[src/rtl/sdcmd_pkg.sv]
package sdcmd_pkg;
  localparam int ADDR_W = 8;
  localparam int DATA_W = 32;
  localparam int CMD_W  = 14;
  localparam int IDX_W  = 6;
  localparam int BCNT_W = 16;
  localparam int RESP_W = 2;

  localparam logic [ADDR_W-1:0] A_STATE  = 8'h00;
  localparam logic [ADDR_W-1:0] A_BLKCNT = 8'h04;
  localparam logic [ADDR_W-1:0] A_TOUT   = 8'h08;
  localparam logic [ADDR_W-1:0] A_ARG    = 8'h0C;
  localparam logic [ADDR_W-1:0] A_CMD    = 8'h10;
  localparam logic [ADDR_W-1:0] A_NSTS   = 8'h14;
  localparam logic [ADDR_W-1:0] A_ESTS   = 8'h18;

  localparam int ST_CMD_BUSY = 0;
  localparam int ST_DAT_BUSY = 1;
  localparam int NS_DONE     = 0;
  localparam int NS_ERR      = 15;
  localparam int CF_DATA     = 5;
  localparam int CF_APP      = 31;

  localparam logic [DATA_W-1:0] TOUT_VAL = 32'h0000_000E;
  localparam logic [DATA_W-1:0] CLR_ALL  = 32'h0000_FFFF;
  localparam logic [DATA_W-1:0] CLR_DONE = 32'h0000_0001;

  typedef enum logic [3:0] {
    S_IDLE, S_RD1, S_CHK1, S_WBLK, S_WTO, S_WARG, S_WNCLR, S_WECLR,
    S_RD2, S_CHK2, S_WCMD, S_PRD, S_PCHK, S_WEFAIL, S_WCC, S_FIN
  } seq_e;
endpackage

[src/rtl/sdcmd_frame.sv]
module sdcmd_frame
  import sdcmd_pkg::*;
(
  input  logic [IDX_W-1:0]  idx_i,
  input  logic              app_i,
  input  logic              data_i,
  input  logic [RESP_W-1:0] resp_i,
  output logic [DATA_W-1:0] word_o,
  output logic [DATA_W-1:0] field_o
);
  localparam logic [DATA_W-1:0] FIELD_MASK = (DATA_W)'((64'd1 << CMD_W) - 64'd1);

  always_comb begin
    word_o              = '0;
    word_o[13:8]        = idx_i;
    word_o[CF_DATA]     = data_i;
    word_o[RESP_W-1:0]  = resp_i;
    word_o[CF_APP]      = app_i;
  end

  // app flag is software-side only; strip to the register width
  assign field_o = word_o & FIELD_MASK;
endmodule

[src/rtl/sdcmd_poll_timer.sv]
module sdcmd_poll_timer #(
  parameter int LIMIT = 64
) (
  input  logic clk_i,
  input  logic rst_ni,
  input  logic clr_i,
  input  logic tick_i,
  output logic expired_o
);
  localparam int CNT_W = $clog2(LIMIT + 1);
  localparam logic [CNT_W-1:0] LIM = CNT_W'(LIMIT);

  logic [CNT_W-1:0] cnt_q;

  always_ff @(posedge clk_i or negedge rst_ni) begin
    if (!rst_ni)                       cnt_q <= '0;
    else if (clr_i)                    cnt_q <= '0;
    else if (tick_i && cnt_q != LIM)   cnt_q <= cnt_q + 1'b1;
  end

  assign expired_o = (cnt_q == LIM);
endmodule

[src/rtl/sdcmd_seq.sv]
module sdcmd_seq
  import sdcmd_pkg::*;
#(
  parameter int POLL_LIMIT = 64
) (
  input  logic              clk_i,
  input  logic              rst_ni,
  input  logic              req_valid_i,
  output logic              req_ready_o,
  input  logic [5:0]        req_idx_i,
  input  logic              req_app_i,
  input  logic [31:0]       req_arg_i,
  input  logic [15:0]       req_blkcnt_i,
  input  logic              req_data_i,
  input  logic [1:0]        req_resp_i,
  output logic              done_o,
  output logic              pass_o,
  output logic              reg_wr_o,
  output logic              reg_rd_o,
  output logic [7:0]        reg_addr_o,
  output logic [31:0]       reg_wdata_o,
  input  logic [31:0]       reg_rdata_i
);
  seq_e state_q, state_d;
  logic [IDX_W-1:0]  idx_q;
  logic              app_q, data_q, pass_q;
  logic [RESP_W-1:0] resp_q;
  logic [DATA_W-1:0] arg_q;
  logic [BCNT_W-1:0] bcnt_q;
  logic [DATA_W-1:0] word_w, field_w;
  logic              accept, expired;

  assign accept = req_valid_i && req_ready_o;

  sdcmd_frame u_frame (
    .idx_i(idx_q), .app_i(app_q), .data_i(data_q), .resp_i(resp_q),
    .word_o(word_w), .field_o(field_w)
  );

  sdcmd_poll_timer #(.LIMIT(POLL_LIMIT)) u_timer (
    .clk_i(clk_i), .rst_ni(rst_ni),
    .clr_i(state_q == S_WCMD),
    .tick_i(state_q == S_PRD),
    .expired_o(expired)
  );

  always_ff @(posedge clk_i or negedge rst_ni) begin
    if (!rst_ni) begin
      state_q <= S_IDLE;
      idx_q   <= '0;
      app_q   <= 1'b0;
      data_q  <= 1'b0;
      resp_q  <= '0;
      arg_q   <= '0;
      bcnt_q  <= '0;
      pass_q  <= 1'b0;
    end else begin
      state_q <= state_d;
      if (accept) begin
        idx_q  <= req_idx_i;
        app_q  <= req_app_i;
        data_q <= req_data_i;
        resp_q <= req_resp_i;
        arg_q  <= req_arg_i;
        bcnt_q <= req_blkcnt_i;
        pass_q <= 1'b0;
      end else if (state_q == S_WCC) begin
        pass_q <= 1'b1;
      end
    end
  end

  always_comb begin
    state_d = state_q;
    unique case (state_q)
      S_IDLE:   if (req_valid_i) state_d = S_RD1;
      S_RD1:    state_d = S_CHK1;
      S_CHK1:   state_d = reg_rdata_i[ST_CMD_BUSY] ? S_FIN : S_WBLK;
      S_WBLK:   state_d = S_WTO;
      S_WTO:    state_d = S_WARG;
      S_WARG:   state_d = S_WNCLR;
      S_WNCLR:  state_d = S_WECLR;
      S_WECLR:  state_d = S_RD2;
      S_RD2:    state_d = S_CHK2;
      S_CHK2:   state_d = (reg_rdata_i[ST_DAT_BUSY] && word_w[CF_DATA]) ? S_FIN : S_WCMD;
      S_WCMD:   state_d = S_PRD;
      S_PRD:    state_d = S_PCHK;
      S_PCHK: begin
        if (reg_rdata_i[NS_ERR])       state_d = S_WEFAIL;
        else if (reg_rdata_i[NS_DONE]) state_d = S_WCC;
        else if (expired)              state_d = S_FIN;
        else                           state_d = S_PRD;
      end
      S_WEFAIL: state_d = S_FIN;
      S_WCC:    state_d = S_FIN;
      S_FIN:    state_d = S_IDLE;
      default:  state_d = S_IDLE;
    endcase
  end

  always_comb begin
    reg_wr_o    = 1'b0;
    reg_rd_o    = 1'b0;
    reg_addr_o  = '0;
    reg_wdata_o = '0;
    unique case (state_q)
      S_RD1, S_RD2: begin reg_rd_o = 1'b1; reg_addr_o = A_STATE; end
      S_PRD:        begin reg_rd_o = 1'b1; reg_addr_o = A_NSTS;  end
      S_WBLK:   begin reg_wr_o = 1'b1; reg_addr_o = A_BLKCNT; reg_wdata_o = DATA_W'(bcnt_q); end
      S_WTO:    begin reg_wr_o = 1'b1; reg_addr_o = A_TOUT;   reg_wdata_o = TOUT_VAL; end
      S_WARG:   begin reg_wr_o = 1'b1; reg_addr_o = A_ARG;    reg_wdata_o = arg_q; end
      S_WNCLR:  begin reg_wr_o = 1'b1; reg_addr_o = A_NSTS;   reg_wdata_o = CLR_ALL; end
      S_WECLR,
      S_WEFAIL: begin reg_wr_o = 1'b1; reg_addr_o = A_ESTS;   reg_wdata_o = CLR_ALL; end
      S_WCMD:   begin reg_wr_o = 1'b1; reg_addr_o = A_CMD;    reg_wdata_o = field_w; end
      S_WCC:    begin reg_wr_o = 1'b1; reg_addr_o = A_NSTS;   reg_wdata_o = CLR_DONE; end
      default: ;
    endcase
  end

  assign req_ready_o = (state_q == S_IDLE);
  assign done_o      = (state_q == S_FIN);
  assign pass_o      = done_o && pass_q;
endmodule

[config.mk]
export PLATFORM = sky130hd
export DESIGN_NAME = sdcmd_seq
export DESIGN_NICKNAME = d
export VERILOG_FILES = /design/src/rtl/sdcmd_pkg.sv /design/src/rtl/sdcmd_frame.sv /design/src/rtl/sdcmd_poll_timer.sv /design/src/rtl/sdcmd_seq.sv
export SDC_FILE = /design/constraint.sdc
export NUM_CORES = 1
export LEC_CHECK = 0
export CAP_MARGIN = 25
export CORE_MARGIN = 10
export CORE_UTILIZATION = 42
export CTS_CLUSTER_DIAMETER = 50
export DETAILED_ROUTE_END_ITERATION = 6
export PLACE_DENSITY = 0.87
export SYNTH_ARGS = -nofsm -noshare
export SYNTH_HDL_FRONTEND = slang
export SYNTH_HIERARCHICAL = 1
export SYNTH_SLANG_ARGS = --single-unit
[constraint.sdc]
create_clock -name clk_i -period 2 [get_ports clk_i]
set_clock_uncertainty 0.05 [all_clocks]
set_input_delay 0.4 -clock clk_i [delete_from_list [all_inputs] [get_ports clk_i]]
set_output_delay 0.4 -clock clk_i [all_outputs]
set_load 0.01 [all_outputs]
Word level (Yosys, flattened, before mapping)
Index checks and enable logic that the tools add are counted.

storage, ports and cells
  flip-flop bits (word level) = 69
  input bits = 93
  output and inout port bits = 45
  word-level logic and storage cells = 55

cells by class
  $add $sub $neg = 1
  equal/unequal tests = 18
  muxes and demuxes = 15
  reduce and logical (&&, ||, !) cells = 13

operators with widths
  operator               count
  $pmux W32 S6           1
  $pmux W4 S15           1
  $eq A4 B4 Y1 const B   8
  $pmux W5 S6            1
  $eq A4 B3 Y1 const B   4
  $mux W7                2
  $mux W3                4
  $reduce_or A3 Y1       3
  $eq A4 B2 Y1 const B   2
  $mux W4                2
  $reduce_or A8 Y1       1
  $add A7 B1 Y7 const B  1
  $eq A7 B7 Y1 const B   1
  $ne A7 B7 Y1 const B   1
  $eq A4 B1 Y1 const B   1
  $logic_and A1 B1 Y1    4
  $logic_not A4 Y1       1
  $mux W1                4
  $reduce_bool A2 Y1     2
  $reduce_or A2 Y1       2
  $ne A2 B2 Y1 const B   1

Depth between registers and ports, before layout
  depth in word-level cells = 5
  gate-level depth with buffers = 9

Hierarchy
The synthesis kept the hierarchy.

modules (own cells, without submodules)
  module            times used  cells an instance  area each (um^2)  sequential area each (um^2)
  sdcmd_seq         1           284                3373.2            1576.5
  sdcmd_frame       1           65                 484.2             0.0
  sdcmd_poll_timer  1           46                 437.9             175.2

Least setup slack after synthesis
Ideal clock, no wire load.

  path type = reg2reg
  start = register state_q[3]
  end = register u_timer.cnt_q[5]
  arrival = 2.068 ns
  data required time = 1.872 ns
  path slack = -0.196 ns
  cell stages (with the launch flop) = 8
  buffers on the path = 3
  clock period less this slack = 2.196 ns
  cells stage by stage = dfrtp_1 > clkbuf_1 > clkbuf_1 > nor3b_1 > clkbuf_1 > nand4_1 > or3_1 > a21oi_1

between the ends
  word-level cells in the longest chain between the ends = 3
  elaborated cells between the ends (all ways) = 5
  those cells by class = eq/ne (2); mux (1); reduce/logical (2)

ends and longest elaborated chain
  item                          RTL line                source
  start: declaration            sdcmd_seq.sv:24         seq_e state_q, state_d;
  start signal: assignment      sdcmd_seq.sv:58         state_q <= state_d;
  $eq A4 B4 Y1                  sdcmd_seq.sv:43         .tick_i(state_q == S_PRD),
  $logic_and A1 B1 Y1           sdcmd_poll_timer.sv:18  else if (tick_i && cnt_q != LIM) cnt_q <= cnt_q + 1'b1;
  $reduce_bool A2 Y1 (no line)  -
  end signal: assignment        sdcmd_poll_timer.sv:18
  end: declaration              sdcmd_poll_timer.sv:13  logic [CNT_W-1:0] cnt_q;

Parallel ways exist; a longest one is shown, timed or not.
A chain may end at the register's enable or synchronous reset.

Worst setup path in the final report
  start = register state_q[3]
  end = output port reg_wdata_o[11]

between the ends
  word-level cells in the longest chain between the ends = 3
  elaborated cells between the ends (all ways) = 10
  those cells by class = eq/ne (8); mux (1); reduce/logical (1)

ends and longest elaborated chain
  item                                          RTL line          source
  $eq A4 B3 Y1 or $eq A4 B4 Y1 (tied branches)  sdcmd_seq.sv:106  unique case (state_q)
  $reduce_or A3 Y1 (no line)                    -
  $pmux W32 S6 *                                sdcmd_seq.sv:106
  end: declaration                              sdcmd_seq.sv:21   output logic [31:0] reg_wdata_o,

Every way passes the cells marked *; elsewhere a longest branch is shown, timed or not.

==> impl_metrics.tcl <==
set metrics [dict create \
    outcome "finished with violations" \
    failed_checks "setup timing" \
    path_max_fanout 5 \
    slowest_stage "dfrtp_2" \
    ant_nets 0 \
    pwr-share-comb 0.621 \
    worstPathRequired_ns 1.55 \
    p_per_area_nw_per_um2 1560 \
    clock_latency_ns 0.35 \
    yosysWarnings 6 \
    vias 3775 \
    fin_ws_ns -0.309 \
    io_buffers 102 \
    start_util 0.434 \
    rsz0062_at_grt "yes" \
    max_freq_ghz 0.433 \
    pwr-share-clk 0.122 \
    grt_pass1_vias 3807 \
    slew_headroom 0.566 \
    finalHoldViolCount 0 \
    synth_cells 362 \
    max_cap_viol_count 0 \
    grt_use_met1 0.201 \
    worst_slew_pin_slew_ns 0.651 \
    period_share 1.15 \
    fin_cells 662 \
    crit_path_start_kind "flip-flop" \
    grt_use_met3 0.0542 \
    antenna_found_initial 0 \
    routedWlPerCell_um 22.6 \
    endpoint_kind "primary output" \
    drt_iter0_drc 306 \
    fp.coreArea_um2 9280 \
    p_sw_mw 3.81 \
    rows 35 \
    dp_slack_ns -0.282 \
    die_w_um 118 \
    grt_overflow 0 \
    pwr-share-seq 0.257 \
    cts-root-buf "clkbuf_8" \
    numCtsBuffers 9 \
    cts_tree "done" \
    dp_cells 598 \
    track_usage 0.176 \
    dieHeight_um 118 \
    fin_total_pwr_mw 9.57 \
    worstPathCellList "buf_4, nor2b_4, buf_6, a22oi_2, o211ai_1, buf_2" \
    path_clk_slew_ns 0.08 \
    drt-total-wl_um 14900 \
    dp_hpwl_um 8050 \
    syn_to_final_growth_pct 52.8 \
    fillers 635 \
    clock_sinks 69 \
    grt_max_degree 58 \
    dr.pass1.iters 7 \
    vdd_drop_max_mv 0.731 \
    use_met2 0.301 \
    avgViaCountPerCell 5.70 \
    post-route-drc-count 0 \
    grt_pass1_wl_um 20100 \
    io_pins 138 \
    post-route-min-period_ns 2.31 \
    leakagePower_nw 2.89 \
    syn_area_per_cell_um2 11.1 \
    worstSetupPathType "flip-flop to primary output" \
    postCtsHoldBufs 0 \
    slew_violations 0 \
    dieArea_um2 13900 \
    cp_num_buf_inv 3 \
    setup_tns_ns -9.84 \
    fin_nets 623 \
    synthesis.area_um2 4030 \
    swShare 0.399 \
    grt_busiest_layer "met2" \
    clockBufferDepth 2 \
    drive_gt1_frac 0.475 \
    hp-class "input pin to asynchronous set/reset pin" \
    place.gp.congestion 0.832 \
    antenna_cells 0 \
    holdWs_ns 0.0274 \
    cp_top_family "buffers and inverters" \
    p_int_mw 5.76 \
    setup_viol 84 \
    slowest_delay_ns 0.44 \
    h-tree-depth 3 \
    worstPathArrival_ns 1.86 \
]
[through the flow]
stage / cell area (µm²) / util
2_1_floorplan: 4130 / -
3_3_place_gp: 5260 / 0.566
3_5_place_dp: 5260 / 0.566
4_1_cts: 5680 / 0.612
5_1_grt: 6150 / 0.663
6_report: 6150 / 0.663
[worst reg2reg max path, stage by stage (launching register included)]
cell and delay (ns):
dfrtp_1 0.43, buf_6 0.16, buf_6 0.12, buf_6 0.11, buf_4 0.13, nor2_4 0.08
and3_4 0.21, nor2_2 0.05, and3_1 0.17, or4_1 0.51
[state kept, by name (all words and copies together), names as in the netlist]
name,count
resp_q,2
data_q,1
bcnt_q,16
pass_q,1
arg_q,32
state_q,4
idx_q,6
u_timer/cnt_q,7
[power groups by stage]
stage               clock network [mW]  registers, mW  logic, mW
global placement                     0           2.39       4.38
CTS                               1.16           2.40       4.97
finish                            1.16           2.46       5.94
floorplan                            0           2.26       2.65
detailed placement                   0           2.44       4.49
global route                      1.23           2.52       6.21
[final cells by class]
cell class	instances	area (µm²)	share of cell area
flip-flops and latches	69	1730	0.281
multi-input cells	247	2160	0.351
clock inverters	4	47.5	0.00773
inverters	4	15.0	0.00244
well taps	129	161	0.0262
repair buffers	197	1890	0.307
clock buffers	12	145	0.0236
[routing by layer]
metal	up-vias	part of all wire
li1	1597	-
met1	1867	0.38
met2	246	0.49
met3	65	0.081
met4	0	0.044
met5	-	0
[layout by cell type (no fill, tap or decap), types with 3 or more instances in the layout]
cell             count
xor2_1               3
a21oi_1              7
o211ai_1            25
buf_8                3
a22o_1              19
nand2_4              4
mux2_2              37
buf_12               6
buf_2               30
nand3_1              4
dfrtp_2              3
clkbuf_8            10
a21oi_2              7
a22oi_2              3
buf_6               39
nand2_1              8
nor3_1               5
buf_4               53
o21ai_0              4
mux2_4              21
nand2b_1             4
conb_1              28
a22oi_1              9
clkdlybuf4s50_1     61
dfrtp_1             66
clkbuf_16            4
nor2_1               6
nor2b_4              3
[worst paths after layout]
| kind | depth (start not counted) | start | endpoint | slack, ns |
|---|---|---|---|---|
| worst max-delay path | 6 | state_q[3] | reg_wdata_o[11] | -0.31 |
| worst min-delay path | 1 | rst_ni | u_timer/cnt_q[4] | 0.03 |
| worst max register to register | 9 | state_q[0] | u_timer/cnt_q[0] | -0.15 |
| worst min register to register | 1 | arg_q[20] | arg_q[20] | 0.46 |
| max in group asynchronous | 2 | rst_ni | bcnt_q[15] | 1.30 |
| min in group clk_i | 1 | arg_q[20] | arg_q[20] | 0.46 |
[repair_timing]
action | 4_1_cts | 5_1_grt
gates resized for setup | 217 | 55
hold endpoints to repair | 0 | 0
pin swaps | 17 | 20
gates cloned | 1 | 8
setup buffers | 28 | 13
setup endpoints to repair | 59 | 92
(Power assumes the default switching activity.)
